--- src/rtl/fsplit_pkg.sv ---
package fsplit_pkg;
  localparam int LEN_W = 3;
  localparam logic [3:0] REG_NONE = 4'hF;

  typedef enum logic [3:0] {
    OP_HALT  = 4'h0,
    OP_NOP   = 4'h1,
    OP_RRMOV = 4'h2,
    OP_IRMOV = 4'h3,
    OP_RMMOV = 4'h4,
    OP_MRMOV = 4'h5,
    OP_ALU   = 4'h6,
    OP_JCC   = 4'h7,
    OP_CALL  = 4'h8,
    OP_RET   = 4'h9,
    OP_PUSH  = 4'hA,
    OP_POP   = 4'hB
  } op_e;

  typedef struct packed {
    logic             has_reg;
    logic             has_const;
    logic             bad;
    logic [LEN_W-1:0] len;
  } shape_t;
endpackage

--- src/rtl/fsplit_shape.sv ---
module fsplit_shape
  import fsplit_pkg::*;
#(
  parameter int CONST_BYTES = 4
) (
  input  logic [3:0] op,
  output shape_t     shape
);
  localparam logic [LEN_W-1:0] L_CONST = LEN_W'(CONST_BYTES);

  logic hr, hc, bad;

  always_comb begin
    hr  = 1'b0;
    hc  = 1'b0;
    bad = 1'b0;
    case (op)
      OP_HALT, OP_NOP, OP_RET: ;
      OP_RRMOV, OP_ALU, OP_PUSH, OP_POP: hr = 1'b1;
      OP_IRMOV, OP_RMMOV, OP_MRMOV: begin
        hr = 1'b1;
        hc = 1'b1;
      end
      OP_JCC, OP_CALL: hc = 1'b1;
      default: bad = 1'b1;
    endcase
  end

  always_comb begin
    shape.has_reg   = hr;
    shape.has_const = hc;
    shape.bad       = bad;
    shape.len       = LEN_W'(1) + LEN_W'(hr) + (hc ? L_CONST : '0);
  end
endmodule

--- src/rtl/fsplit_fields.sv ---
module fsplit_fields
  import fsplit_pkg::*;
#(
  parameter int WIN_BYTES   = 6,
  parameter int CONST_BYTES = 4
) (
  input  logic [WIN_BYTES*8-1:0]   window,
  input  logic                     has_reg,
  input  logic                     has_const,
  output logic [3:0]               ra,
  output logic [3:0]               rb,
  output logic [CONST_BYTES*8-1:0] cval
);
  localparam int C_W = CONST_BYTES * 8;

  logic [7:0] spec;
  assign spec = window[15:8];
  assign ra   = has_reg ? spec[7:4] : REG_NONE;
  assign rb   = has_reg ? spec[3:0] : REG_NONE;

  logic [C_W-1:0] raw;

  // The constant starts one byte later when a register byte sits in front of it.
  for (genvar k = 0; k < CONST_BYTES; k++) begin : g_cbyte
    assign raw[k*8 +: 8] = has_reg ? window[(k+2)*8 +: 8]
                                   : window[(k+1)*8 +: 8];
  end

  assign cval = has_const ? raw : '0;
endmodule

--- src/rtl/fsplit_nextpc.sv ---
module fsplit_nextpc
  import fsplit_pkg::*;
#(
  parameter int ADDR_W = 32
) (
  input  logic [ADDR_W-1:0] pc,
  input  logic [LEN_W-1:0]  len,
  output logic [ADDR_W-1:0] next_pc
);
  assign next_pc = pc + ADDR_W'(len);
endmodule

--- src/rtl/ifetch_splitter.sv ---
module ifetch_splitter
  import fsplit_pkg::*;
#(
  parameter int ADDR_W      = 32,
  parameter int WIN_BYTES   = 6,
  parameter int CONST_BYTES = 4
) (
  input  logic                     clk,
  input  logic                     rst,
  input  logic                     in_valid,
  input  logic [ADDR_W-1:0]        in_pc,
  input  logic [WIN_BYTES*8-1:0]   in_bytes,
  output logic                     out_valid,
  output logic [3:0]               out_op,
  output logic [3:0]               out_fn,
  output logic [3:0]               out_ra,
  output logic [3:0]               out_rb,
  output logic [CONST_BYTES*8-1:0] out_const,
  output logic [ADDR_W-1:0]        out_next_pc,
  output logic [LEN_W-1:0]         out_len,
  output logic                     out_has_reg,
  output logic                     out_has_const,
  output logic                     out_bad
);
  localparam int C_W = CONST_BYTES * 8;

  shape_t            shape;
  logic [3:0]        ra_c, rb_c;
  logic [C_W-1:0]    c_c;
  logic [ADDR_W-1:0] npc_c;

  fsplit_shape #(.CONST_BYTES(CONST_BYTES)) u_shape (
    .op    (in_bytes[7:4]),
    .shape (shape)
  );

  fsplit_fields #(.WIN_BYTES(WIN_BYTES), .CONST_BYTES(CONST_BYTES)) u_fields (
    .window    (in_bytes),
    .has_reg   (shape.has_reg),
    .has_const (shape.has_const),
    .ra        (ra_c),
    .rb        (rb_c),
    .cval      (c_c)
  );

  fsplit_nextpc #(.ADDR_W(ADDR_W)) u_npc (
    .pc      (in_pc),
    .len     (shape.len),
    .next_pc (npc_c)
  );

  always_ff @(posedge clk) begin
    if (rst) out_valid <= 1'b0;
    else     out_valid <= in_valid;
  end

  always_ff @(posedge clk) begin
    if (rst) begin
      out_op        <= '0;
      out_fn        <= '0;
      out_ra        <= REG_NONE;
      out_rb        <= REG_NONE;
      out_const     <= '0;
      out_next_pc   <= '0;
      out_len       <= '0;
      out_has_reg   <= 1'b0;
      out_has_const <= 1'b0;
      out_bad       <= 1'b0;
    end else if (in_valid) begin
      out_op        <= in_bytes[7:4];
      out_fn        <= in_bytes[3:0];
      out_ra        <= ra_c;
      out_rb        <= rb_c;
      out_const     <= c_c;
      out_next_pc   <= npc_c;
      out_len       <= shape.len;
      out_has_reg   <= shape.has_reg;
      out_has_const <= shape.has_const;
      out_bad       <= shape.bad;
    end
  end

  assert_strobe_R1: assert property (@(posedge clk) disable iff (rst)
    in_valid |=> out_valid);
  assert_idle_R1: assert property (@(posedge clk) disable iff (rst)
    !in_valid |=> !out_valid);
  assert_noreg_R3: assert property (@(posedge clk) disable iff (rst)
    (out_valid && !out_has_reg) |-> (out_ra == REG_NONE && out_rb == REG_NONE));
  assert_noconst_R6: assert property (@(posedge clk) disable iff (rst)
    (out_valid && !out_has_const) |-> (out_const == '0));
  assert_badshape_R8: assert property (@(posedge clk) disable iff (rst)
    (out_valid && out_bad) |-> (!out_has_reg && !out_has_const && out_len == LEN_W'(1)));
  assert_npc_R7: assert property (@(posedge clk) disable iff (rst)
    in_valid |=> (out_next_pc == $past(in_pc) + ADDR_W'(out_len)));
  assert_hold_R9: assert property (@(posedge clk) disable iff (rst)
    !in_valid |=> ($stable(out_next_pc) && $stable(out_const) && $stable(out_op)));
endmodule

--- config.mk ---
export PLATFORM = sky130hd
export DESIGN_NAME = ifetch_splitter
export DESIGN_NICKNAME = d
export VERILOG_FILES = /design/src/rtl/fsplit_pkg.sv /design/src/rtl/fsplit_shape.sv /design/src/rtl/fsplit_fields.sv /design/src/rtl/fsplit_nextpc.sv /design/src/rtl/ifetch_splitter.sv
export SDC_FILE = /design/constraint.sdc
export NUM_CORES = 1
export LEC_CHECK = 0
export ABC_AREA = 1
export BUFFER_PORTS_ARGS = -buffer_cell sky130_fd_sc_hd__buf_4
export CORE_MARGIN = 5
export CORE_UTILIZATION = 45
export CTS_CLUSTER_DIAMETER = 200
export DETAILED_ROUTE_END_ITERATION = 8
export PLACE_DENSITY = 0.69
export SETUP_SLACK_MARGIN = 0.5
export SYNTH_ARGS = -nofsm -noshare
export SYNTH_HDL_FRONTEND = slang
export SYNTH_HIERARCHICAL = 1
export SYNTH_SLANG_ARGS = --single-unit
--- constraint.sdc ---
create_clock -name clk -period 2.1 [get_ports clk]
set_input_delay 0.42 -clock clk [delete_from_list [all_inputs] [get_ports clk]]
set_output_delay 0.42 -clock clk [all_outputs]
set_load 0.02 [all_outputs]
==> reports/results.tsv, run 1 <==
stage	metric	value	unit
placed_design	half-perimeter wire length after placement	10970	um
yosys	syn nets	1026	
cts	CTS tree	built	
timing	endpoints failing hold	0	
cells_and_area	Area Overhead vs Synth	34.10	%
cells_and_area	commonest non-fill, non-tap cells in the layout	328 x nand2_1, 239 x nor2_1, 178 x buf_4	
floorplanning	Site Rows	40	
floorplanning	Die Wd	119.8	um
setup_path	CP Max Fanout	5	
global_route	GR met1 Demand/Resource	26.41	%
routing	Via density	4.492	
cts	Worst-Skew Late Latency	0.34	ns
routing	drt total wl	14870	um
cts	CTS root buf	clkbuf_16	
floorplanning	Core Region	11910	um2
timing	setup TNS	0	ns
pwr	VDD IR max	0.3283	mV
global_route	GRT Util Overall	20.47	%
min_path	hold path depth	2	
pwr	Pwr per Cell Area	647.7	nW/um2
setup_path	worst-path cell chain	buf_12 > nand2_8 > nand3_4 > ha_4 > fa_2 > nand3_2 > nand2_4 > inv_2 > nor2_4 > xor2_1 > inv_1 > nand2_1 > nand2_1 > nor2_1	
timing	final period utilization	83.41	%
floorplanning	area of the die	14350	um2
setup_path	Worst path top cell family by delay	simple AND/OR/NAND/NOR gates	
min_path	HP Class	primary input to flip-flop	
yosys	Netlist cell types	25	
setup_path	R2R cell count	2	
setup_path	most frequent CP cell	nand2_1	
cells_and_area	Nets	1180	
cts	H-tree levels	3	
setup_path	startpoint type of the worst setup path	primary input	
cts	Bufs on Longest Clock Path	2	
cells_and_area	Finished Core Util	61.09	%
min_path	min-delay src	rst	
floorplanning	Die H	119.8	um
timing	Worst-Margin Slew	0.5078	ns
cells_and_area	ant diodes	0	
yosys	post-synthesis sequential area ratio	32.10	%
setup_path	FF-to-FF Start	out_next_pc[22]$_SDFFE_PP0P_	
outcome	outcome	finished, final reports clean	
timing	setup violators final	0	
yosys	synthesized area per cell	5.779	um2
global_route	GRT overflow	0	
setup_path	slowest CP cell	fa_2	
cells_and_area	share of cells above drive strength 1	24.98	%
timing	Final WS setup	0.3484	ns
routing	initial DRC count	296	
global_route	maximum number of pins on one net before global-route repair	74	
floorplanning	I/O pins	170	
setup_path	CP bufs+invs	3	
yosys	Syn Inst Count	939	
setup_path	crit path DAT	2.03	ns
placed_design	RD Place Congestion	0.8897	
timing	Max Slew Vio Count	0	
global_route	GR Layer Usage met2	34.32	%
timing	Max Fclk	570.9	MHz
timing	clk_skew	0	ns
routing	Residual DRC	0	
yosys	synth warn	6	
setup_path	CP max stage delay	0.36	ns
floorplanning	initial core utilization	45.56	%
setup_path	Critical Path RT	2.38	ns
run	Max-Cap Viols	0	
placed_design	I/O Buffers	169	
global_route	vias in the first global route	5104	
cells_and_area	Largest regs	out_const: 32 flops, out_next_pc: 32 flops	
placed_design	pre-CTS setup slack	-0.03458	ns
global_route	initial antenna violation count	0	
min_path	Worst Hold Path EP	out_valid$_SDFF_PP0_	
timing	RSZ-0062 raised after global routing	yes	
routing	final antenna-violating net count	0	
global_route	GRT busiest layer	met2	
setup_path	RR Endpoint	out_next_pc[22]$_SDFFE_PP0P_	
timing	crit path time final	1.752	ns
pwr	P_leak	0.004019	uW
global_route	met3 Usage GRT	3.629	%
setup_path	CP endpoint kind	flip-flop	
routing	TritonRoute pass-1 iters	4	
cts	Clock Pin Slew Worst Setup and Hold Paths	0.06	ns
routing	Routed WL per cell	11.96	um
global_route	first-pass GRT wire length	23920	um
setup_path	Setup CP Type	primary input to flip-flop	
cts	Num Clock Sinks	87	
setup_path	FF-to-FF setup slack	1.50	ns
yosys	flops & latches, synth	87	
cells_and_area	commonest non-fill, non-tap cell in the layout	nand2_1	
yosys	Syn Std Cell Area	5426	um2
cts	CTS buffer count	9	
cells_and_area	fillcell total	1228	
timing	Rel. slew slack	66.15	%
routing	DR vias	5588	
-- cells by family after synthesis --
kind of cell,synth area share (%)
adder cells (fa/ha/maj),1.061
buffers and inverters,15.15
XOR/XNOR,2.260
flip-flops,32.10
AO/OA/AOI/OAI,0.09214
AND/OR/NAND/NOR,49.34
-- layout make-up --
cell class	instances	area, um2	share of cell area, %
Multi-Input combinational cell	670	3043	41.82
Sequential cell	87	1742	23.93
Timing Repair Buffer	186	1470	20.20
Inverter	139	539.3	7.411
Clock buffer	12	256.5	3.525
Tap cell	147	183.9	2.528
Clock inverter	3	42.54	0.5846
-- synth_stat cells, drive strengths merged --
| cell type | instances | area share [%] |
|---|---|---|
| xnor2 | 6 | 0.97 |
| dfxtp | 87 | 32 |
| o21ai | 1 | 0.092 |
| nand2 | 348 | 25 |
| nand4 | 1 | 0.12 |
| xor2 | 8 | 1.3 |
| nor3 | 2 | 0.18 |
| fa | 1 | 0.37 |
| nand3b | 13 | 1.8 |
| clkbuf | 3 | 0.21 |
| or2 | 1 | 0.16 |
| ha | 3 | 0.69 |
| inv | 139 | 9.6 |
| nor2 | 270 | 20 |
| buf | 40 | 5.3 |
| nand3 | 16 | 2.0 |
-- report_power, final --
group          switching, uW  internal (uW)
registers               62.9           1770
clock network            653            979
logic                    723            526
total                   1440           3280
-- worst max path at each step --
stage | start | to | depth (start not counted)
3_3_place_gp | in_bytes[6] | out_next_pc[12]$_SDFFE_PP0P_ | 15
3_5_place_dp | in_bytes[6] | out_next_pc[12]$_SDFFE_PP0P_ | 15
2_1_floorplan | in_bytes[6] | out_next_pc[16]$_SDFFE_PP0P_ | 15
6_report | in_bytes[6] | out_next_pc[12]$_SDFFE_PP0P_ | 14
4_1_cts | in_bytes[6] | out_next_pc[24]$_SDFFE_PP0P_ | 17
5_1_grt | in_bytes[6] | out_next_pc[22]$_SDFFE_PP0P_ | 17
-- per-layer routing --
layer	routed length (um)	part of all wire [%]
met3	908	6.1
met2	6763	45
met5	0	0
met4	242	1.6
met1	6960	47
-- stage by stage --
stage	cell area (um2)	instances	hold slack (ns)	total power, uW
2_1_floorplan	5543	939	0.4924	2639
3_3_place_gp	6809	1221	0.4409	3068
3_5_place_dp	6809	1221	0.4467	3078
4_1_cts	7221	1240	0.2290	4759
5_1_grt	7277	1244	0.2446	4978
6_report	7277	1244	0.2474	4713
-- what timing repair did --
action,in CTS,in global routing
pin swaps,9,5
gates resized for setup,19,4
buffers inserted,4,4
endpoints found under the setup margin,28,28
hold buffers,0,0
-- worst reg2reg max path, delay by kind of cell, from the launching register on --
| kind | cells | cell delay, ns |
|---|---|---|
| DFF | 1 | 0.38 |
| and+or+nand+nor | 2 | 0.15 |
Note: power is estimated with default switching activity, not from simulation.
==> run 2: changes to the inputs <==
Clock period 2.1 ns to 1.77 ns, I/O delays scaled along.
==> run 2 against run 1 <==
Compared with the run above: setup slack got worse by 0.25 ns; hold slack worse by 0.073 ns; flip-flop and latch count is the same; sequential power is 19% higher; first-iteration DRC count is 28% higher; via count rose by 1.8%; non-clock buffer count increased by 1; critical path type unchanged; critical endpoint is now out_next_pc[14]$_SDFFE_PP0P_.
==> reports/results.tsv, run 2 (synthesis results as in run 1) <==
stage	metric	value	unit	change
outcome	outcome	finished, final reports clean		unchanged
global_route	GRT Util Overall	21.37	%	was 20.47%
floorplanning	Core Region	11910	um2	unchanged
timing	setup violators final	0		unchanged
timing	Final WS setup	0.09928	ns	was 0.3484 ns
timing	setup TNS	0	ns	unchanged
cts	Bufs on Longest Clock Path	2		unchanged
pwr	PnR Total Power	5755	uW	was 4713 uW
timing	Max Fclk	598.5	MHz	
setup_path	Critical Path RT	2.06	ns	was 2.38 ns
cells_and_area	Final Instance Area	7417	um2	was 7277 um2
timing	clk_skew	0	ns	unchanged
timing	Rel. slew slack	71.72	%	was 66.15%
routing	Via density	4.569		was 4.492
timing	final period utilization	94.39	%	
cells_and_area	commonest non-fill, non-tap cell in the layout	nand2_1		unchanged
setup_path	startpoint type of the worst setup path	primary input		unchanged
pwr	Seq pwr share	37.8	%	was 38.9%
pwr	combinational power share	26.6	%	was 26.5%
cells_and_area	commonest non-fill, non-tap cells in the layout	328 x nand2_1, 219 x nor2_1, 176 x buf_4		was 328 x nand2_1, 239 x nor2_1, 178 x buf_4
setup_path	FF-to-FF Start	out_const[5]$_SDFFE_PP0P_		was out_next_pc[22]$_SDFFE_PP0P_
setup_path	CP endpoint kind	flip-flop		unchanged
pwr	Pwr per Cell Area	775.9	nW/um2	was 647.7 nW/um2
timing	Worst-Margin Slew	0.4242	ns	was 0.5078 ns
placed_design	RD Place Congestion	0.8950		was 0.8897
cts	Clock Pin Slew Worst Setup and Hold Paths	0.07	ns	was 0.06 ns
routing	Routed WL per cell	12.07	um	was 11.96 um
global_route	maximum number of pins on one net before global-route repair	55		was 74
pwr	P_leak	0.004058	uW	was 0.004019 uW
cells_and_area	Largest regs	out_const: 32 flops, out_next_pc: 32 flops		unchanged
pwr	Switching Share	30.07	%	was 30.51%
routing	DR vias	5688		was 5588
cells_and_area	Nets	1181		was 1180
cts	H-tree levels	3		unchanged
placed_design	I/O Buffers	169		unchanged
floorplanning	initial core utilization	45.56	%	unchanged
routing	drt total wl	15030	um	was 14870 um
cells_and_area	Reg area	1742	um2	unchanged
floorplanning	I/O pins	170		unchanged
setup_path	Setup CP Type	primary input to flip-flop		unchanged
floorplanning	Site Rows	40		unchanged
pwr	Sw Pwr	1731	uW	was 1438 uW
cells_and_area	ant diodes	0		unchanged
pwr	VDD IR max	0.5520	mV	was 0.3283 mV
cts	CTS tree	built		unchanged
pwr	clock power share	35.7	%	was 34.6%
run	Max-Cap Viols	0		unchanged
setup_path	CP Max Fanout	5		unchanged
floorplanning	area of the die	14350	um2	unchanged
global_route	initial antenna violation count	0		unchanged
cells_and_area	Finished Layout Cells	1245		was 1244
cts	Num Clock Sinks	87		unchanged
placed_design	DP Cell Count	1228		was 1221
timing	endpoints failing hold	0		unchanged
timing	Max Slew Vio Count	0		unchanged
timing	crit path time final	1.671	ns	
timing	RSZ-0062 raised after global routing	yes		unchanged
placed_design	pre-CTS setup slack	-0.3083	ns	was -0.03458 ns
setup_path	critical path launch point	in_bytes[6]		unchanged
global_route	first-pass GRT wire length	25010	um	was 23920 um
routing	initial DRC count	378		was 296
pwr	Internal Power	4024	uW	was 3275 uW
cells_and_area	Multi-input gate area	3102	um2	was 3043 um2
cells_and_area	share of cells above drive strength 1	26.78	%	was 24.98%
cts	CTS root buf	clkbuf_16		unchanged
placed_design	Post-DP Area	6965	um2	was 6809 um2
cts	CTS buffer count	9		unchanged
cells_and_area	fillcell total	1211		was 1228
routing	TritonRoute pass-1 iters	5		was 4
min_path	HP Class	primary input to flip-flop		unchanged
floorplanning	Die Wd	119.8	um	unchanged
floorplanning	Die H	119.8	um	unchanged
setup_path	crit path DAT	1.96	ns	was 2.03 ns
global_route	GRT overflow	0		unchanged
min_path	min-delay src	rst		unchanged
global_route	vias in the first global route	5321		was 5104
routing	Residual DRC	0		unchanged
cts	Worst-Skew Late Latency	0.34	ns	about the same
cells_and_area	Area Overhead vs Synth	36.68	%	was 34.10%
placed_design	half-perimeter wire length after placement	11150	um	was 10970 um
routing	final antenna-violating net count	0		unchanged
-- run 2: final cells by class --
type | count | area share [%]
Clock buffer | 12 | 3.323
Sequential cell | 87 | 23.48
Timing Repair Buffer | 187 | 20.70
Multi-Input combinational cell | 670 | 41.82
Inverter | 139 | 7.287
Tap cell | 147 | 2.480
Clock inverter | 3 | 0.9109
-- run 2: worst max-delay path, stage by stage --
cell and delay (ns):
buf_12 0.12, inv_12 0.05, nand2_8 0.05, nor2_2 0.13, nor2_4 0.07, ha_4 0.28, nand3_2 0.09, nand2_4 0.14
nand2_4 0.09, nor2_4 0.16, xor2_1 0.19, inv_1 0.05, nand2_1 0.05, nand2_1 0.05, nor2_1 0.08
-- run 2: path summary, 6_finish.rpt --
kind	cells past startpoint	slack (ns)	endpoint
min	2	0.17	out_valid$_SDFF_PP0_
max	15	0.1	out_next_pc[14]$_SDFFE_PP0P_
min reg2reg	2	0.46	out_rb[0]$_SDFFE_PP1P_
max reg2reg	2	1.19	out_const[5]$_SDFFE_PP0P_
-- run 2: repair_timing --
| action | in CTS | in global routing |
|---|---|---|
| hold endpoints to repair | 0 | 0 |
| gates cloned | 1 | 0 |
| hold buffers | 0 | 0 |
| endpoints found under the setup margin | 71 | 71 |
| resized for setup | 13 | 9 |
| pin swaps | 8 | 3 |
| buffers inserted | 0 | 1 |
-- run 2: power by group through the flow --
stage                     clock, uW  sequential (uW)  combinational, uW
after CTS                      2110             2170               1530
after global routing           2190             2190               1700
final                          2050             2170               1530
after floorplan                   0             2380                789
after global placement            0             2220               1480
after detailed placement          0             2220               1490
-- run 2: metal layers --
layer,wire length [um],GRT usage (%),vias up
met1,6924,27.51,2514
met4,254,7.946,0
met3,910,4.053,15
li1,-,-,3005
met5,0,0,-
met2,6936,35.59,154
-- run 2: through the flow --
step	hold slack, ns	utilization, %
global placement	0.4394	58.48
finish	0.1745	62.27
global route	0.1706	62.27
floorplan	0.4264	-
CTS	0.1580	61.89
detailed placement	0.4436	58.48
==> run 3: changes to the inputs <==
Settings changed: ABC_CLOCK_PERIOD_IN_PS set to 1770, PLACE_DENSITY 0.69 to 0.82.
==> run 3 against run 2 <==
Compared with the run above: cell count rose by 1.3%; first-iteration DRC count up 17%; sequential share of layout area shrank 1.7 points; critical path type unchanged; combinational power grew 18%.
==> reports/results.tsv, run 3 (synthesis results as in run 1) <==
stage	metric	value	unit	change
outcome	outcome	finished, final reports clean		unchanged
global_route	maximum number of pins on one net before global-route repair	49		was 55
setup_path	startpoint type of the worst setup path	primary input		unchanged
pwr	VDD IR max	0.4583	mV	was 0.5520 mV
cts	CTS tree	built		unchanged
cells_and_area	commonest non-fill, non-tap cells in the layout	285 x nand2_1, 212 x nor2_1, 176 x buf_4		was 328 x nand2_1, 219 x nor2_1, 176 x buf_4
placed_design	I/O Buffers	169		unchanged
global_route	GRT Util Overall	20.96	%	was 21.37%
timing	clk_skew	0	ns	unchanged
floorplanning	initial core utilization	45.56	%	unchanged
timing	Max Slew Vio Count	0		unchanged
setup_path	CP bufs+invs	4		was 3
pwr	P_leak	0.004331	uW	was 0.004058 uW
cells_and_area	Area Overhead vs Synth	47.64	%	was 36.68%
placed_design	pre-CTS setup slack	-0.3108	ns	was -0.3083 ns
timing	setup violators final	0		unchanged
routing	final antenna-violating net count	0		unchanged
timing	Worst-Margin Slew	0.4056	ns	was 0.4242 ns
run	Max-Cap Viols	0		unchanged
cts	Clock Pin Slew Worst Setup and Hold Paths	0.06	ns	was 0.07 ns
routing	DR vias	6030		was 5688
global_route	vias in the first global route	5271		was 5321
routing	Via density	4.782		was 4.569
cells_and_area	commonest non-fill, non-tap cell in the layout	nand2_1		unchanged
floorplanning	Site Rows	40		unchanged
cells_and_area	share of cells above drive strength 1	32.85	%	was 26.78%
cells_and_area	Nets	1196		was 1181
setup_path	CP Max Fanout	4		was 5
global_route	GR Layer Usage met2	35.06	%	was 35.59%
timing	Rel. slew slack	72.96	%	was 71.72%
cts	CTS root buf	clkbuf_16		unchanged
setup_path	crit path DAT	1.95	ns	was 1.96 ns
pwr	Pwr per Cell Area	748.0	nW/um2	was 775.9 nW/um2
cells_and_area	Largest regs	out_const: 32 flops, out_next_pc: 32 flops		unchanged
setup_path	Setup CP Type	primary input to flip-flop		unchanged
placed_design	DP Cell Count	1227		was 1228
cells_and_area	ant diodes	0		unchanged
floorplanning	Die Wd	119.8	um	unchanged
timing	crit path time final	1.659	ns	was 1.671 ns
global_route	met3 Usage GRT	5.042	%	was 4.053%
timing	RSZ-0062 raised after global routing	yes		unchanged
routing	initial DRC count	442		was 378
cts	Bufs on Longest Clock Path	2		unchanged
setup_path	Critical Path RT	2.06	ns	about the same
global_route	GRT busiest layer	met2		unchanged
placed_design	half-perimeter wire length after placement	11200	um	was 11150 um
setup_path	Worst path top cell family by delay	simple AND/OR/NAND/NOR gates		unchanged
cells_and_area	Finished Core Util	67.26	%	was 62.27%
floorplanning	area of the die	14350	um2	unchanged
placed_design	RD Place Congestion	0.8880		was 0.8950
cts	Worst-Skew Late Latency	0.34	ns	about the same
routing	Residual DRC	0		unchanged
global_route	GRT overflow	0		unchanged
pwr	PnR Total Power	5993	uW	was 5755 uW
cts	H-tree levels	3		unchanged
timing	Max Fclk	602.7	MHz	was 598.5 MHz
cells_and_area	Finished Layout Cells	1261		was 1245
min_path	HP Class	primary input to flip-flop		unchanged
floorplanning	Die H	119.8	um	unchanged
timing	final period utilization	93.74	%	was 94.39%
routing	drt total wl	17030	um	was 15030 um
setup_path	slowest CP cell	or2_4		was ha_4
global_route	first-pass GRT wire length	24630	um	was 25010 um
cts	CTS buffer count	9		unchanged
timing	Final WS setup	0.1109	ns	was 0.09928 ns
timing	endpoints failing hold	0		unchanged
setup_path	worst-path cell chain	buf_12 > nand2_8 > nand3_4 > nor2_4 > ha_4 > or2_4 > nand3_4 > buf_6 > buf_6 > xnor2_2 > inv_1 > nand2_1 > nand2_1 > nor2_1		was buf_12 > inv_12 > nand2_8 > nor2_2 > nor2_4 > ha_4 > nand3_2 > nand2_4 > nand2_4 > nor2_4 > xor2_1 > inv_1 > nand2_1 > nand2_1 > nor2_1
setup_path	CP max stage delay	0.26	ns	was 0.28 ns
cts	Num Clock Sinks	87		unchanged
setup_path	CP endpoint kind	flip-flop		unchanged
floorplanning	Core Region	11910	um2	unchanged
routing	TritonRoute pass-1 iters	5		unchanged
global_route	initial antenna violation count	0		unchanged
floorplanning	I/O pins	170		unchanged
routing	Routed WL per cell	13.51	um	was 12.07 um
global_route	GR met1 Demand/Resource	26.94	%	was 27.51%
==> run 3: changes by cell type in the layout (fill, tap and decap cells not counted), sizes merged <==
| cell | delta |
|---|---|
| bufinv | -1 |
| clkinv | +1 |
| buf | +10 |
| bufbuf | -1 |
| clkbuf | +7 |
| inv | +1 |
| clkinvlp | -1 |
==> run 3: metal layers <==
metal | vias to the layer above | wire length [um] | share of wire, %
met1 | 2726 | 7221 | 42
met4 | 0 | 345 | 2.0
met2 | 240 | 8143 | 48
li1 | 3032 | - | -
met5 | - | 0 | 0
met3 | 32 | 1324 | 7.8
==> run 3: final timing paths <==
path / from / to / slack [ns] / depth (start not counted)
max reg2reg: out_rb[0]$_SDFFE_PP1P_ / out_rb[0]$_SDFFE_PP1P_ / 1.15 / 2
max: in_bytes[6] / out_next_pc[5]$_SDFFE_PP0P_ / 0.11 / 14
min: rst / out_valid$_SDFF_PP0_ / 0.17 / 2
min reg2reg: out_rb[1]$_SDFFE_PP1P_ / out_rb[1]$_SDFFE_PP1P_ / 0.46 / 2
==> run 3: timing repair <==
item / in CTS / in global routing
pin swaps: 5 / 69
setup endpoints to repair: 66 / 63
hold buffers: 0 / 0
gates resized for setup: 15 / 111
cloned: 1 / 8
buffers inserted: 3 / 6
==> run 3: per-stage QoR <==
step	setup TNS, ns	area [um2]	hold WS (ns)
3_3_place_gp	-6.418	6958	0.4407
4_1_cts	0	7383	0.1616
5_1_grt	0	8011	0.1706
2_1_floorplan	0	5660	0.4264
3_5_place_dp	-8.013	6958	0.4465
6_report	0	8011	0.1732
==> run 3: area by class of cell <==
cell class                 count  area [um2]
timing repair buffer         202        1808
tap                          147       183.9
clock inverter                 3       40.04
sequential                    87        1742
fill                        1003        3900
inverter                     139       541.8
multi-input combinational    670        3426
clock buffer                  13       270.3
==> run 3: power breakdown <==
part | switching, uW | internal [uW]
clock | 797 | 1210
combinational | 1020 | 796
sequential | 77.8 | 2100
total | 1890 | 4100
